--- src/rtl/cfgspi_pkg.sv ---
package cfgspi_pkg;
    localparam int BYTE_W   = 8;
    localparam int SD_W     = 17;
    localparam int PAY_MAX  = 3 * BYTE_W;
    localparam int PAY_CW   = $clog2(PAY_MAX + 1);
    localparam int CMD_CW   = $clog2(BYTE_W);

    localparam logic [BYTE_W-1:0] ADDR_GEN = 8'h01;
    localparam logic [BYTE_W-1:0] ADDR_CLK = 8'h02;
    localparam logic [BYTE_W-1:0] ADDR_ANA = 8'h03;
    localparam logic [BYTE_W-1:0] ADDR_SD  = 8'h0A;

    localparam logic [BYTE_W-1:0] RST_GEN = 8'h00;
    localparam logic [BYTE_W-1:0] RST_CLK = 8'hFF;
    localparam logic [BYTE_W-1:0] RST_ANA = 8'hFD;

    typedef enum logic [1:0] {
        ST_IDLE,
        ST_CMD,
        ST_PAYLOAD,
        ST_OVERRUN
    } frame_state_t;

    typedef enum logic [2:0] {
        SEL_NONE,
        SEL_GEN,
        SEL_CLK,
        SEL_ANA,
        SEL_SD
    } reg_sel_t;
endpackage

--- src/rtl/cfgspi_sync.sv ---
module cfgspi_sync #(
    parameter int WIDTH  = 3,
    parameter int STAGES = 2
) (
    input  logic             clk,
    input  logic             rst_n,
    input  logic [WIDTH-1:0] async_in,
    output logic [WIDTH-1:0] sync_out
);
    for (genvar g = 0; g < WIDTH; g++) begin : g_bit
        logic [STAGES-1:0] chain;
        always_ff @(posedge clk or negedge rst_n) begin
            if (!rst_n) chain <= '0;
            else        chain <= {chain[STAGES-2:0], async_in[g]};
        end
        assign sync_out[g] = chain[STAGES-1];
    end
endmodule

--- src/rtl/cfgspi_frame.sv ---
module cfgspi_frame
    import cfgspi_pkg::*;
(
    input  logic                clk,
    input  logic                rst_n,
    input  logic                cs_lvl,
    input  logic                sclk_lvl,
    input  logic                data_lvl,
    output logic                commit_vld,
    output reg_sel_t            commit_sel,
    output logic [PAY_MAX-1:0]  commit_word,
    output logic                frame_err
);
    frame_state_t         state, nxt;
    logic                 cs_q, sclk_q;
    logic                 cs_rise, cs_fall, sclk_fall;
    logic [BYTE_W-1:0]    cmd_sh;
    logic [CMD_CW-1:0]    cmd_cnt;
    logic [PAY_MAX-1:0]   pay_sh;
    logic [PAY_CW-1:0]    pay_cnt;
    reg_sel_t             sel;
    logic                 ok8, oksd, good;

    assign cs_rise   =  cs_lvl & ~cs_q;
    assign cs_fall   = ~cs_lvl &  cs_q;
    assign sclk_fall = ~sclk_lvl & sclk_q;

    // state register
    always_ff @(posedge clk or negedge rst_n) begin
        if (!rst_n) state <= ST_IDLE;
        else        state <= nxt;
    end

    always_comb begin
        nxt = state;
        unique case (state)
            ST_IDLE:    nxt = ST_IDLE;
            ST_CMD:     if (sclk_fall && cmd_cnt == CMD_CW'(BYTE_W - 1)) nxt = ST_PAYLOAD;
            ST_PAYLOAD: if (sclk_fall && pay_cnt == PAY_CW'(PAY_MAX))    nxt = ST_OVERRUN;
            ST_OVERRUN: nxt = ST_OVERRUN;
            default:    nxt = ST_IDLE;
        endcase
        if (cs_fall) nxt = ST_IDLE;
        if (cs_rise) nxt = ST_CMD;
    end

    // bit collection
    always_ff @(posedge clk or negedge rst_n) begin
        if (!rst_n) begin
            cs_q    <= 1'b0;
            sclk_q  <= 1'b0;
            cmd_sh  <= '0;
            cmd_cnt <= '0;
            pay_sh  <= '0;
            pay_cnt <= '0;
        end else begin
            cs_q   <= cs_lvl;
            sclk_q <= sclk_lvl;
            if (cs_rise) begin
                cmd_sh  <= '0;
                cmd_cnt <= '0;
                pay_sh  <= '0;
                pay_cnt <= '0;
            end else if (sclk_fall && state == ST_CMD) begin
                cmd_sh  <= {cmd_sh[BYTE_W-2:0], data_lvl};
                cmd_cnt <= cmd_cnt + 1'b1;
            end else if (sclk_fall && state == ST_PAYLOAD && pay_cnt != PAY_CW'(PAY_MAX)) begin
                pay_sh  <= {pay_sh[PAY_MAX-2:0], data_lvl};
                pay_cnt <= pay_cnt + 1'b1;
            end
        end
    end

    always_comb begin
        unique case (cmd_sh)
            ADDR_GEN: sel = SEL_GEN;
            ADDR_CLK: sel = SEL_CLK;
            ADDR_ANA: sel = SEL_ANA;
            ADDR_SD:  sel = SEL_SD;
            default:  sel = SEL_NONE;
        endcase
    end

    assign ok8  = (sel == SEL_GEN || sel == SEL_CLK || sel == SEL_ANA)
                  && pay_cnt == PAY_CW'(2 * BYTE_W)
                  && pay_sh[2*BYTE_W-1:BYTE_W] == ~pay_sh[BYTE_W-1:0];
    assign oksd = (sel == SEL_SD) && pay_cnt == PAY_CW'(PAY_MAX);
    assign good = (state == ST_PAYLOAD) && (ok8 || oksd);

    // outputs
    always_ff @(posedge clk or negedge rst_n) begin
        if (!rst_n) begin
            commit_vld  <= 1'b0;
            commit_sel  <= SEL_NONE;
            commit_word <= '0;
            frame_err   <= 1'b0;
        end else begin
            commit_vld <= 1'b0;
            frame_err  <= 1'b0;
            if (cs_fall && state != ST_IDLE) begin
                if (good) begin
                    commit_vld  <= 1'b1;
                    commit_sel  <= sel;
                    commit_word <= pay_sh;
                end else begin
                    frame_err   <= 1'b1;
                end
            end
        end
    end

    // a commit only follows the close of a frame
    assert_commit_on_close_R11: assert property (@(posedge clk) disable iff (!rst_n)
        commit_vld |-> $past(cs_q) && !$past(cs_lvl));
    // an error only follows the close of a frame
    assert_err_on_close_R6: assert property (@(posedge clk) disable iff (!rst_n)
        frame_err |-> $past(cs_q) && !$past(cs_lvl));
    // a low frame-enable line keeps the machine idle
    assert_idle_when_low_R8: assert property (@(posedge clk) disable iff (!rst_n)
        (!cs_lvl && !cs_q) |=> state == ST_IDLE);
endmodule

--- src/rtl/cfgspi_regs.sv ---
module cfgspi_regs
    import cfgspi_pkg::*;
(
    input  logic                clk,
    input  logic                rst_n,
    input  logic                commit_vld,
    input  reg_sel_t            commit_sel,
    input  logic [PAY_MAX-1:0]  commit_word,
    output logic [BYTE_W-1:0]   gen_cfg,
    output logic [BYTE_W-1:0]   clk_cfg,
    output logic [BYTE_W-1:0]   ana_cfg,
    output logic [SD_W-1:0]     sd_value,
    output logic                sd_strobe
);
    localparam int SD_LSB = PAY_MAX - SD_W;

    always_ff @(posedge clk or negedge rst_n) begin
        if (!rst_n) begin
            gen_cfg   <= RST_GEN;
            clk_cfg   <= RST_CLK;
            ana_cfg   <= RST_ANA;
            sd_value  <= '0;
            sd_strobe <= 1'b0;
        end else begin
            sd_strobe <= 1'b0;
            if (commit_vld) begin
                unique case (commit_sel)
                    SEL_GEN: gen_cfg <= commit_word[BYTE_W-1:0];
                    SEL_CLK: clk_cfg <= commit_word[BYTE_W-1:0];
                    SEL_ANA: ana_cfg <= commit_word[BYTE_W-1:0];
                    SEL_SD: begin
                        sd_value  <= commit_word[PAY_MAX-1:SD_LSB];
                        sd_strobe <= 1'b1;
                    end
                    default: ;
                endcase
            end
        end
    end

    assert_strobe_single_R9: assert property (@(posedge clk) disable iff (!rst_n)
        sd_strobe |=> !sd_strobe);
    assert_sd_moves_with_strobe_R5: assert property (@(posedge clk) disable iff (!rst_n)
        (sd_value != $past(sd_value)) |-> sd_strobe);
    assert_ana_hold_R10: assert property (@(posedge clk) disable iff (!rst_n)
        !(commit_vld && commit_sel == SEL_ANA) |=> $stable(ana_cfg));
    assert_gen_hold_R3: assert property (@(posedge clk) disable iff (!rst_n)
        !(commit_vld && commit_sel == SEL_GEN) |=> $stable(gen_cfg));
endmodule

--- src/rtl/modem_cfg_spi.sv ---
module modem_cfg_spi
    import cfgspi_pkg::*;
#(
    parameter int SYNC_STAGES = 2
) (
    input  logic               clk,
    input  logic               rst_n,
    input  logic               spi_sclk,
    input  logic               spi_mosi,
    input  logic               spi_cs,
    output logic [BYTE_W-1:0]  gen_cfg,
    output logic [BYTE_W-1:0]  clk_cfg,
    output logic [BYTE_W-1:0]  ana_cfg,
    output logic [SD_W-1:0]    sd_value,
    output logic               sd_strobe,
    output logic               frame_err
);
    logic [2:0]          pins_s;
    logic                commit_vld;
    reg_sel_t            commit_sel;
    logic [PAY_MAX-1:0]  commit_word;

    cfgspi_sync #(.WIDTH(3), .STAGES(SYNC_STAGES)) u_sync (
        .clk      (clk),
        .rst_n    (rst_n),
        .async_in ({spi_cs, spi_sclk, spi_mosi}),
        .sync_out (pins_s)
    );

    cfgspi_frame u_frame (
        .clk         (clk),
        .rst_n       (rst_n),
        .cs_lvl      (pins_s[2]),
        .sclk_lvl    (pins_s[1]),
        .data_lvl    (pins_s[0]),
        .commit_vld  (commit_vld),
        .commit_sel  (commit_sel),
        .commit_word (commit_word),
        .frame_err   (frame_err)
    );

    cfgspi_regs u_regs (
        .clk         (clk),
        .rst_n       (rst_n),
        .commit_vld  (commit_vld),
        .commit_sel  (commit_sel),
        .commit_word (commit_word),
        .gen_cfg     (gen_cfg),
        .clk_cfg     (clk_cfg),
        .ana_cfg     (ana_cfg),
        .sd_value    (sd_value),
        .sd_strobe   (sd_strobe)
    );
endmodule

--- config.mk ---
export PLATFORM = sky130hd
export DESIGN_NAME = modem_cfg_spi
export DESIGN_NICKNAME = d
export VERILOG_FILES = /design/src/rtl/cfgspi_pkg.sv /design/src/rtl/cfgspi_sync.sv /design/src/rtl/cfgspi_frame.sv /design/src/rtl/cfgspi_regs.sv /design/src/rtl/modem_cfg_spi.sv
export SDC_FILE = /design/constraint.sdc
export NUM_CORES = 1
export LEC_CHECK = 0
export BUFFER_PORTS_ARGS = -buffer_cell sky130_fd_sc_hd__buf_2
export CAP_MARGIN = 25
export CORE_UTILIZATION = 40
export DETAILED_ROUTE_END_ITERATION = 8
export PLACE_DENSITY = 0.6
export SYNTH_ARGS = -nofsm -noshare
export SYNTH_HDL_FRONTEND = slang
export SYNTH_SLANG_ARGS = --single-unit
--- constraint.sdc ---
create_clock -name clk -period 2.2 [get_ports clk]
set_input_delay 0.11 -clock clk [delete_from_list [all_inputs] [get_ports clk]]
set_output_delay 0.11 -clock clk [all_outputs]
set_load 0.05 [all_outputs]
# Word level (Yosys, flattened, before mapping)

Cells that the tools add are included.

Eq/ne operators: 23
Mux-type cells: 22
Bitwise logic cells: 7
Reduce and logical (&&, ||, !) cells: 24
$add $sub $neg: 2

Operators by type and width:

| cell                                                                   | count |
|---|---|
| 24-bit two-way mux                                                     | 3 |
| 8-bit by 2-bit equality test with 1-bit output (second input constant) | 2 |
| 8-bit two-way mux                                                      | 2 |
| 5-bit two-way mux                                                      | 3 |
| 2-bit AND reduction                                                    | 7 |
| 3-bit by 2-bit equality test with 1-bit output (second input constant) | 4 |
| 3-bit case mux with 4 select lines                                     | 1 |
| 5-bit equality test (second input constant)                            | 2 |
| 1-bit logical AND                                                      | 10 |
| 3-bit equality test (second input constant)                            | 3 |
| 8-bit by 1-bit equality test with 1-bit output (second input constant) | 1 |
| 8-bit by 4-bit equality test with 1-bit output (second input constant) | 1 |
| 8-bit equality test                                                    | 1 |
| 2-bit two-way mux                                                      | 4 |
| 4-bit by 1-bit != test with 1-bit output (second input constant)       | 2 |
| 8-bit inverter                                                         | 1 |
| 2-bit case mux with 4 select lines                                     | 1 |
| 3-bit by 1-bit equality test with 1-bit output (second input constant) | 2 |
| 1-bit two-way mux                                                      | 6 |
| 3-bit two-way mux                                                      | 2 |
| 2-bit nonzero test                                                     | 3 |
| 5-bit by 1-bit adder with 5-bit output (second input constant)         | 1 |
| 5-bit != test (second input constant)                                  | 1 |
| 2-bit equality test (second input constant)                            | 2 |
| 7 further kinds                                                        | 13 |

Register bits after elaboration: 121
Input bits: 5

# Logic depth before layout (Yosys ltp)

Gate-level depths: netlist of run 1.

Depth after elaboration: 11
Depth in mapped cells: 8
Depth with buffers taken out: 7

# Cells and area by module

From an unflattened synthesis of run 1, not the netlist that was laid out.

Cell total of the unflattened synthesis: 392
Area, all modules: 4944.7 um2

Modules (own cells, without submodules):

| module       | cells an instance | area each (um2) | times used |
|---|---|---|---|
| cfgspi_frame | 292               | 3133.0          | 1 |
| cfgspi_regs  | 91                | 1639.1          | 1 |
| cfgspi_sync  | 9                 | 172.7           | 1 |

# Worst setup path before layout of run 1

OpenSTA, ideal clock, no wires.

Path kind: register -> register
Start: reg u_frame.cmd_sh[2]
End: reg u_frame.commit_word[10]
Arrival: 1.880 ns
Buffers on the path: 1
Data required time: 2.075 ns
Period minus slack after synthesis: 2.005 ns
Stages on the path, launching flop included: 7
Path slack: 0.195 ns
Library setup time: 0.125 ns
Path through: dfrtp_1 or4_4 nor4_1 o31ai_1 nand3_4 buf_6 mux2_4

Word-level cells in the longest chain between the ends: 10
Elaborated cells on any way between the ends: 17
Those cells by class: 8 x eq/ne; 1 x mux; 8 x reduce/logical

Ends and longest elaborated chain:

| item                                                                                                             | RTL line            | source |
|---|---|---|
| start: declaration                                                                                               | cfgspi_frame.sv:17  | `logic [BYTE_W-1:0] cmd_sh;` |
| start signal: assignment                                                                                         | cfgspi_frame.sv:65  | `cmd_sh <= {cmd_sh[BYTE_W-2:0], data_lvl};` |
| 8-bit by 4-bit equality test with 1-bit output (tied with other cells)                                           | cfgspi_frame.sv:75  | `unique case (cmd_sh)` |
| 3-bit case mux with 4 select lines (*)                                                                           | cfgspi_frame.sv:75  |  |
| 3-bit by 1-bit equality test with 1-bit output or 3-bit by 2-bit equality test with 1-bit output (tied branches) | cfgspi_frame.sv:84  | `assign ok8 = (sel == SEL_GEN \|\| sel == SEL_CLK \|\| sel == SEL_ANA)` |
| 1-bit logical OR (2 in series)                                                                                   | cfgspi_frame.sv:84  |  |
| 1-bit logical AND                                                                                                | cfgspi_frame.sv:85  | `&& pay_cnt == PAY_CW'(2 * BYTE_W)` |
| 1-bit logical AND                                                                                                | cfgspi_frame.sv:86  | `&& pay_sh[2*BYTE_W-1:BYTE_W] == ~pay_sh[BYTE_W-1:0];` |
| 1-bit logical OR (*)                                                                                             | cfgspi_frame.sv:88  | `assign good = (state == ST_PAYLOAD) && (ok8 \|\| oksd);` |
| 1-bit logical AND (*)                                                                                            | cfgspi_frame.sv:88  |  |
| 2-bit AND reduction (no source line) (*)                                                                         | --                  |  |
| end signal: assignment                                                                                           | cfgspi_frame.sv:104 | `commit_word <= pay_sh;` |
| end: declaration                                                                                                 | cfgspi_frame.sv:11  | `output logic [PAY_MAX-1:0] commit_word,` |

Every way passes the cells marked *; elsewhere a longest branch is shown, timed or not.
A chain may end at the register's enable or synchronous reset.

# Worst setup path in the final report of run 1

Start: reg u_frame.pay_sh[8]
End: reg u_frame.commit_word[5]

Word-level cells in the longest chain between the ends: 5

Ends and longest elaborated chain:

| item                                 | RTL line           | source |
|---|---|---|
| start: declaration                   | cfgspi_frame.sv:19 | `logic [PAY_MAX-1:0] pay_sh;` |
| start signal: assignment             | cfgspi_frame.sv:68 | `pay_sh <= {pay_sh[PAY_MAX-2:0], data_lvl};` |
| 8-bit equality test                  | cfgspi_frame.sv:86 |  |
| 1-bit logical AND                    | cfgspi_frame.sv:86 |  |
| 1-bit logical OR                     | cfgspi_frame.sv:88 |  |
| 1-bit logical AND                    | cfgspi_frame.sv:88 |  |
| 2-bit AND reduction (no source line) | --                 |  |

No other way between the ends.

==> flow_summary.toml, run 1 <==
[clock_network]
htreeDepth = 4
cts_inserted_buffers = 17
ctsLongestPathBuffers = 2
cts_tree = "yes"
post_cts_buffers = 0
clock-sinks = 121
clkTransAtPathRegs_ns = 0.05
cts-root-buf = "clkbuf_16"
clk_latency_ns = 0.40

[timing]
final-setup-viol-count = 0
fin_ws_ns = 0.131
max_freq_mhz = 483
fin_crit_ns = 2.07
worst_pin_slew_ns = 0.630
rsz0062_at_grt = "false"
drv_slew = 0
skew_ns = 0.00853
hold_viol_final = 0
fin_crit_sh = 0.941
fin_hold_ws_ns = 0.277
slew_headroom = 0.580
tns_ns = 0

[final_layout]
area_growth_pct = 24.1
finalNetCount = 465
drive_above_1_share = 0.385
diodes = 0
final_area_sq_um = 6100

[outcome]
run_status = "finished, final reports clean"

[logic_synthesis]
synthesis.area_sq_um = 4920
synth_nets = 398
yosysTopAreaCell = "dfrtp_1"
synth-seq-area-share = 0.620
synth.area.top_cells = "dfrtp_1, mux2_2, dfstp_2"
yosysTopAreaCellShare = 0.539
syn_inst = 387
ys_ff_latch = 121
synth_warnings = 0
ys_types = 34
syn_avg_cell_area_sq_um = 12.7

[global_routing]
grt_pass1_vias = 3043
grt_max_degree = 51
grt_remaining_overflow = 0
antenna_found_initial = 0
grt.total_usage = 0.154
grt_first_pass_wirelength_mm = 15.1

[route]
drtIter0Drc = 154
drc = 0
ant_nets = 0
vias = 3009
routedWlPerCell_um = 14.3
viasPerCell = 4.90
routed_wl_mm = 8.75
firstDrtPassIters = 5

[critical_path]
cp_max_fo = 14
slowest_stage = "o31ai_1"
cp-end-kind = "register"
worstPathRequired_ns = 2.48
crit_path_max_incr_delay_ns = 0.54
crit_type = "register to register"
crit_chain = "xor2_1, nand4_1, o31ai_1, nand3_4, buf_12, mux2_4"
cp.arrival_ns = 2.35
critPathLaunchType = "register"

[power]
p_seq_frac = 0.411
switchingPower_uw = 1290
internal_power_uw = 4460
finalPower_uw = 5750
ir_drop_uv = 422
p_per_area_nw_per_um2 = 942
leakage_uw = 0.00306
comb_power_share = 0.060
switching_share = 0.224
clkPwrFrac = 0.528

[floorplan]
die_area_sq_um = 12700
coreArea_sq_um = 12000
row_count = 40
io_pins = 48
die_h_um = 113
die_width_um = 113
start_util = 0.409

[placed_design]
place_area_sq_um = 5400
gp_congestion = 0.700
pre_cts_slack_ns = 0.0923
portBuffers = 47
hpwl_mm = 5.76

[job]
maxCapViolations = 0

[worst_hold_path]
hold_path.class = "input pin to async pin"
## sequential cells by signal (all words and copies together), names as in the netlist
signal	cells
u_frame.frame_err	1
u_frame.state	2
u_regs.ana_cfg	8
u_frame.sclk_q	1
u_frame.cmd_sh	8
u_frame.commit_vld	1
u_frame.cmd_cnt	3
u_regs.sd_strobe	1
u_regs.gen_cfg	8
u_regs.sd_value	17
u_regs.clk_cfg	8
u_frame.pay_cnt	5
u_frame.commit_sel	3
u_sync.g_bit.chain	6
u_frame.pay_sh	24
u_frame.commit_word	24
u_frame.cs_q	1
## cell type report
class                      instances  area, sq um
fill                            1053         5910
tap                              147          184
multi-input combinational        243         1780
clock inverter                    14          219
sequential                       121         3050
inverter                           7         26.3
clock buffer                      18          439
timing repair buffer              64          413
## cell usage in the layout (no fill, tap or decap), drive strengths merged, types with 3 or more instances in the layout
| cell | n |
|---|---|
| dfstp | 15 |
| a21oi | 39 |
| inv | 9 |
| clkinvlp | 5 |
| dfrtp | 106 |
| nand3 | 3 |
| clkbuf | 18 |
| mux2 | 66 |
| buf | 60 |
| ha | 6 |
| o21ai | 4 |
| bufinv | 5 |
| nand4 | 4 |
| nor2 | 11 |
| dlygate4sd3 | 4 |
| xor2 | 11 |
| nand2 | 75 |
## final timing paths
kind	from	endpoint	slack (ns)	cells after the start
max in group asynchronous	rst_n	u_frame.commit_sel[1]$_DFFE_PN0P_	1.10	3
worst min-delay path	rst_n	u_frame.commit_word[5]$_DFFE_PN0P_	0.28	2
min in group clk	spi_mosi	u_sync.g_bit[0].chain[0]$_DFF_PN0_	0.34	2
worst min register to register	u_sync.g_bit[1].chain[0]$_DFF_PN0_	u_sync.g_bit[1].chain[1]$_DFF_PN0_	0.35	0
worst max register to register	u_frame.pay_sh[8]$_DFFE_PN0P_	u_frame.commit_word[5]$_DFFE_PN0P_	0.13	6
worst max-delay path	u_frame.pay_sh[8]$_DFFE_PN0P_	u_frame.commit_word[5]$_DFFE_PN0P_	0.13	6
## synthesized netlist by cell type
cell	number
mux2i_1	2
buf_6	2
nand3_4	1
or2_2	1
nor2b_1	2
mux2_4	18
nor3_2	1
and3_1	2
dfrtp_1	106
clkbuf_1	13
nor4b_2	1
buf_1	1
nand2b_1	2
or4_4	1
inv_1	7
nand2_1	75
nand3_1	2
nor4bb_1	1
nor3_1	1
dfstp_2	15
ha_1	6
a21oi_1	39
xor2_1	11
nand4_1	4
nor4_1	2
o211ai_1	1
o31ai_1	1
o21ai_0	4
nand4b_1	2
mux2_2	48
nor2_1	11
and4b_2	1
xnor2_1	2
o21a_1	1
## worst max-delay path: cells and delay by family (launching register included)
family,cells,cell delay [ns]
xor gates and xnor gates,1,0.17
muxes,1,0.29
and+or+nand+nor,2,0.33
DFF,1,0.42
AOI/OAI and AO/OA,1,0.54
buffers and inverters,1,0.20
## cell families (layout without fill, tap and decap cells)
family,after synthesis,in the layout,synth area share
AND/OR/NAND/NOR,110,110,0.104
multiplexers,68,68,0.169
XOR/XNOR,13,13,0.0232
flip-flops,121,121,0.620
adder cells (fa/ha/maj),6,6,0.0153
buffers and inverters,23,103,0.0206
AO/OA/AOI/OAI,46,46,0.0483
## power by group through the flow
stage	clock network, uW	registers [uW]	logic [uW]
2_1_floorplan	0	2390	216
3_3_place_gp	0	2400	335
3_5_place_dp	0	2400	344
4_1_cts	3090	2360	353
5_1_grt	3210	2380	399
6_report	3040	2370	347
## per-stage QoR
stage / utilization / cells
after floorplan: - / 387
after global placement: 0.449 / 578
after detailed placement: 0.449 / 578
after CTS: 0.508 / 614
after global routing: 0.508 / 614
final: 0.508 / 614
## layer usage
layer	wire length, um	up-vias	share of wire	global-route usage
li1	-	1452	-	-
met1	4000	1496	0.46	0.197
met2	4350	53	0.50	0.247
met3	303	8	0.035	0.0439
met4	99	0	0.011	0.0605
met5	0	-	0	0
## repair_timing
action	in CTS	in global routing
resized for setup	0	1
endpoints found under the hold margin	47	0
setup endpoints to repair	0	25
hold buffers	4	0
Power figures use the tool's default switching activity.
==> run 2, diff against run 1 <==
Settings changed: SYNTH_HIERARCHICAL set to 1.
==> flow_summary.toml, run 2 <==
[critical_path]
worstPathRequired_ns = 2.49
cp_num_buf_inv = 1
crit_family = "simple AND/OR/NAND/NOR gates"
crit_type = "register to register"
critPathLaunchType = "register"
reg2regPathDepth = 6
cp_max_fo = 25
crit_path_max_incr_delay_ns = 0.57
cp-end-kind = "register"
cp.arrival_ns = 2.40
crit_chain = "or4_4, nor3_4, nand4_1, nor2_4, buf_12, mux2_2"
path_depth = 6
slowest_stage = "or4_4"

[clock_network]
clk_latency_ns = 0.41
cts_tree = "yes"
clkTransAtPathRegs_ns = 0.06
cts-root-buf = "clkbuf_16"
cts_inserted_buffers = 17
htreeDepth = 4
clock-sinks = 121
ctsLongestPathBuffers = 2

[job]
maxCapViolations = 0

[global_routing]
grt_pass1_vias = 3235
grt_max_degree = 54
grt_remaining_overflow = 0
antenna_found_initial = 0
grt.total_usage = 0.154
grt_first_pass_wirelength_mm = 15.1

[floorplan]
start_util = 0.412
io_pins = 48
die_area_sq_um = 12800
row_count = 40
coreArea_sq_um = 12000
die_width_um = 113
die_h_um = 113

[placed_design]
hpwl_mm = 5.74
portBuffers = 47
gp_congestion = 0.734

[logic_synthesis]
syn_avg_cell_area_sq_um = 12.6
synth-seq-area-share = 0.616
synth.area.top_cells = "dfrtp_1, mux2_2, dfstp_2"
synth_enable_flop_cells = 0
synth_commonest_cells = "dfrtp_1, nand2_1, mux2_2"
synthArstFlopShare = 1.00
synthesis.area_sq_um = 4940
yosysTopAreaCellShare = 0.536
yosysMostFrequentCell = "dfrtp_1"
ys_types = 38
synth_warnings = 6
synth_flop_cell = "dfrtp_1"
yosysTopAreaCell = "dfrtp_1"
syn_inst = 392
synth_nets = 403
ys_ff_latch = 121

[final_layout]
final_common_cell = "dfrtp_1"
finalNetCount = 469
area_growth_pct = 22.4
reg_top3 = "u_frame/commit_word: 24 flops, u_frame/pay_sh: 24 flops, u_regs/sd_value: 17 flops"
final_cell_mix = "dfrtp_1, nand2_1, mux2_2, buf_2, a21oi_1"
drive_above_1_share = 0.386
diodes = 0

[route]
routedWlPerCell_um = 14.0
firstDrtPassIters = 4
viasPerCell = 4.92
drtIter0Drc = 158
drc = 0
vias = 3040
ant_nets = 0
routed_wl_mm = 8.63

[power]
p_per_area_nw_per_um2 = 920
finalPower_uw = 5570
ir_drop_uv = 431
leakage_uw = 0.00298

[timing]
fin_crit_ns = 2.12
drv_slew = 0
hold_viol_final = 0
skew_ns = 0.00680
fin_crit_sh = 0.963
max_freq_mhz = 472
fin_hold_ws_ns = 0.188
worst_pin_slew_ns = 0.513
final-setup-viol-count = 0
slew_headroom = 0.656

[outcome]
run_status = "finished, final reports clean"

[worst_hold_path]
hold_path.class = "input pin to async pin"
## run 2: worst paths after layout
check | startpoint | to | slack [ns]
worst max-delay path | u_frame/cmd_sh[5]$_DFFE_PN0P_ | u_frame/commit_word[0]$_DFFE_PN0P_ | 0.08
worst min-delay path | rst_n | u_frame/pay_sh[6]$_DFFE_PN0P_ | 0.19
max in group asynchronous | rst_n | u_regs/ana_cfg[0]$_DFFE_PN1P_ | 1.30
min in group clk | spi_cs | u_sync/g_bit[2].chain[0]$_DFF_PN0_ | 0.34
worst max register to register | u_frame/cmd_sh[5]$_DFFE_PN0P_ | u_frame/commit_word[0]$_DFFE_PN0P_ | 0.08
worst min register to register | u_sync/g_bit[1].chain[0]$_DFF_PN0_ | u_sync/g_bit[1].chain[1]$_DFF_PN0_ | 0.35
## run 2: routing by layer
metal	global-route usage	wire, um
met1	0.191	4060
met2	0.248	4130
met3	0.0423	268
met4	0.0737	174
met5	0	0
## run 2: where the power goes
| group | leakage [uW] | switching (uW) | internal [uW] |
|---|---|---|---|
| Sequential | 0.00161 | 69.0 | 2300 |
| Combinational | 0.00108 | 241 | 149 |
| Clock | 0.000295 | 947 | 1870 |
| Total | 0.00298 | 1260 | 4310 |
## run 2: layout make-up
class                           instances  area (sq um)
Clock buffer                           21           470
Clock inverter                         11           145
Fill cell                            1030          5960
Inverter                                8          30.0
Multi-Input combinational cell        242          1750
Sequential cell                       121          3050
Tap cell                              147           184
Timing Repair Buffer                   68           430
## run 2: logic make-up after synthesis
kind of cell | after synthesis | synth area share
AO/OA/AOI/OAI | 48 | 0.0524
XOR/XNOR | 13 | 0.0230
adder cells (fa/ha/maj) | 6 | 0.0152
buffers and inverters | 29 | 0.0324
flip-flops | 121 | 0.616
multiplexers | 67 | 0.159
AND/OR/NAND/NOR | 108 | 0.102
## run 2: through the flow
step,std cells,utilization,worst slack [ns],instance area [sq um],TNS (ns)
5_1_grt,618,0.504,-0.00610,6050,-0.00716
6_report,618,0.504,0.0820,6050,0
3_3_place_gp,581,0.448,0.120,5380,0
4_1_cts,617,0.503,0.0584,6040,0
2_1_floorplan,392,-,0.0920,4940,0
3_5_place_dp,581,0.448,0.0735,5380,0
## run 2: worst register-to-register path: cells and delay by family (launching register included)
kind | cells | cell delay [ns]
and+or+nand+nor | 4 | 1.05
DFF | 1 | 0.39
muxes | 1 | 0.36
buffers and inverters | 1 | 0.20
## run 2: timing repair
item / in CTS / in global routing
hold buffers: 4 / 0
hold endpoints to repair: 33 / 0
buffers inserted: 0 / 1
resized for setup: 0 / 1
setup endpoints to repair: 0 / 25
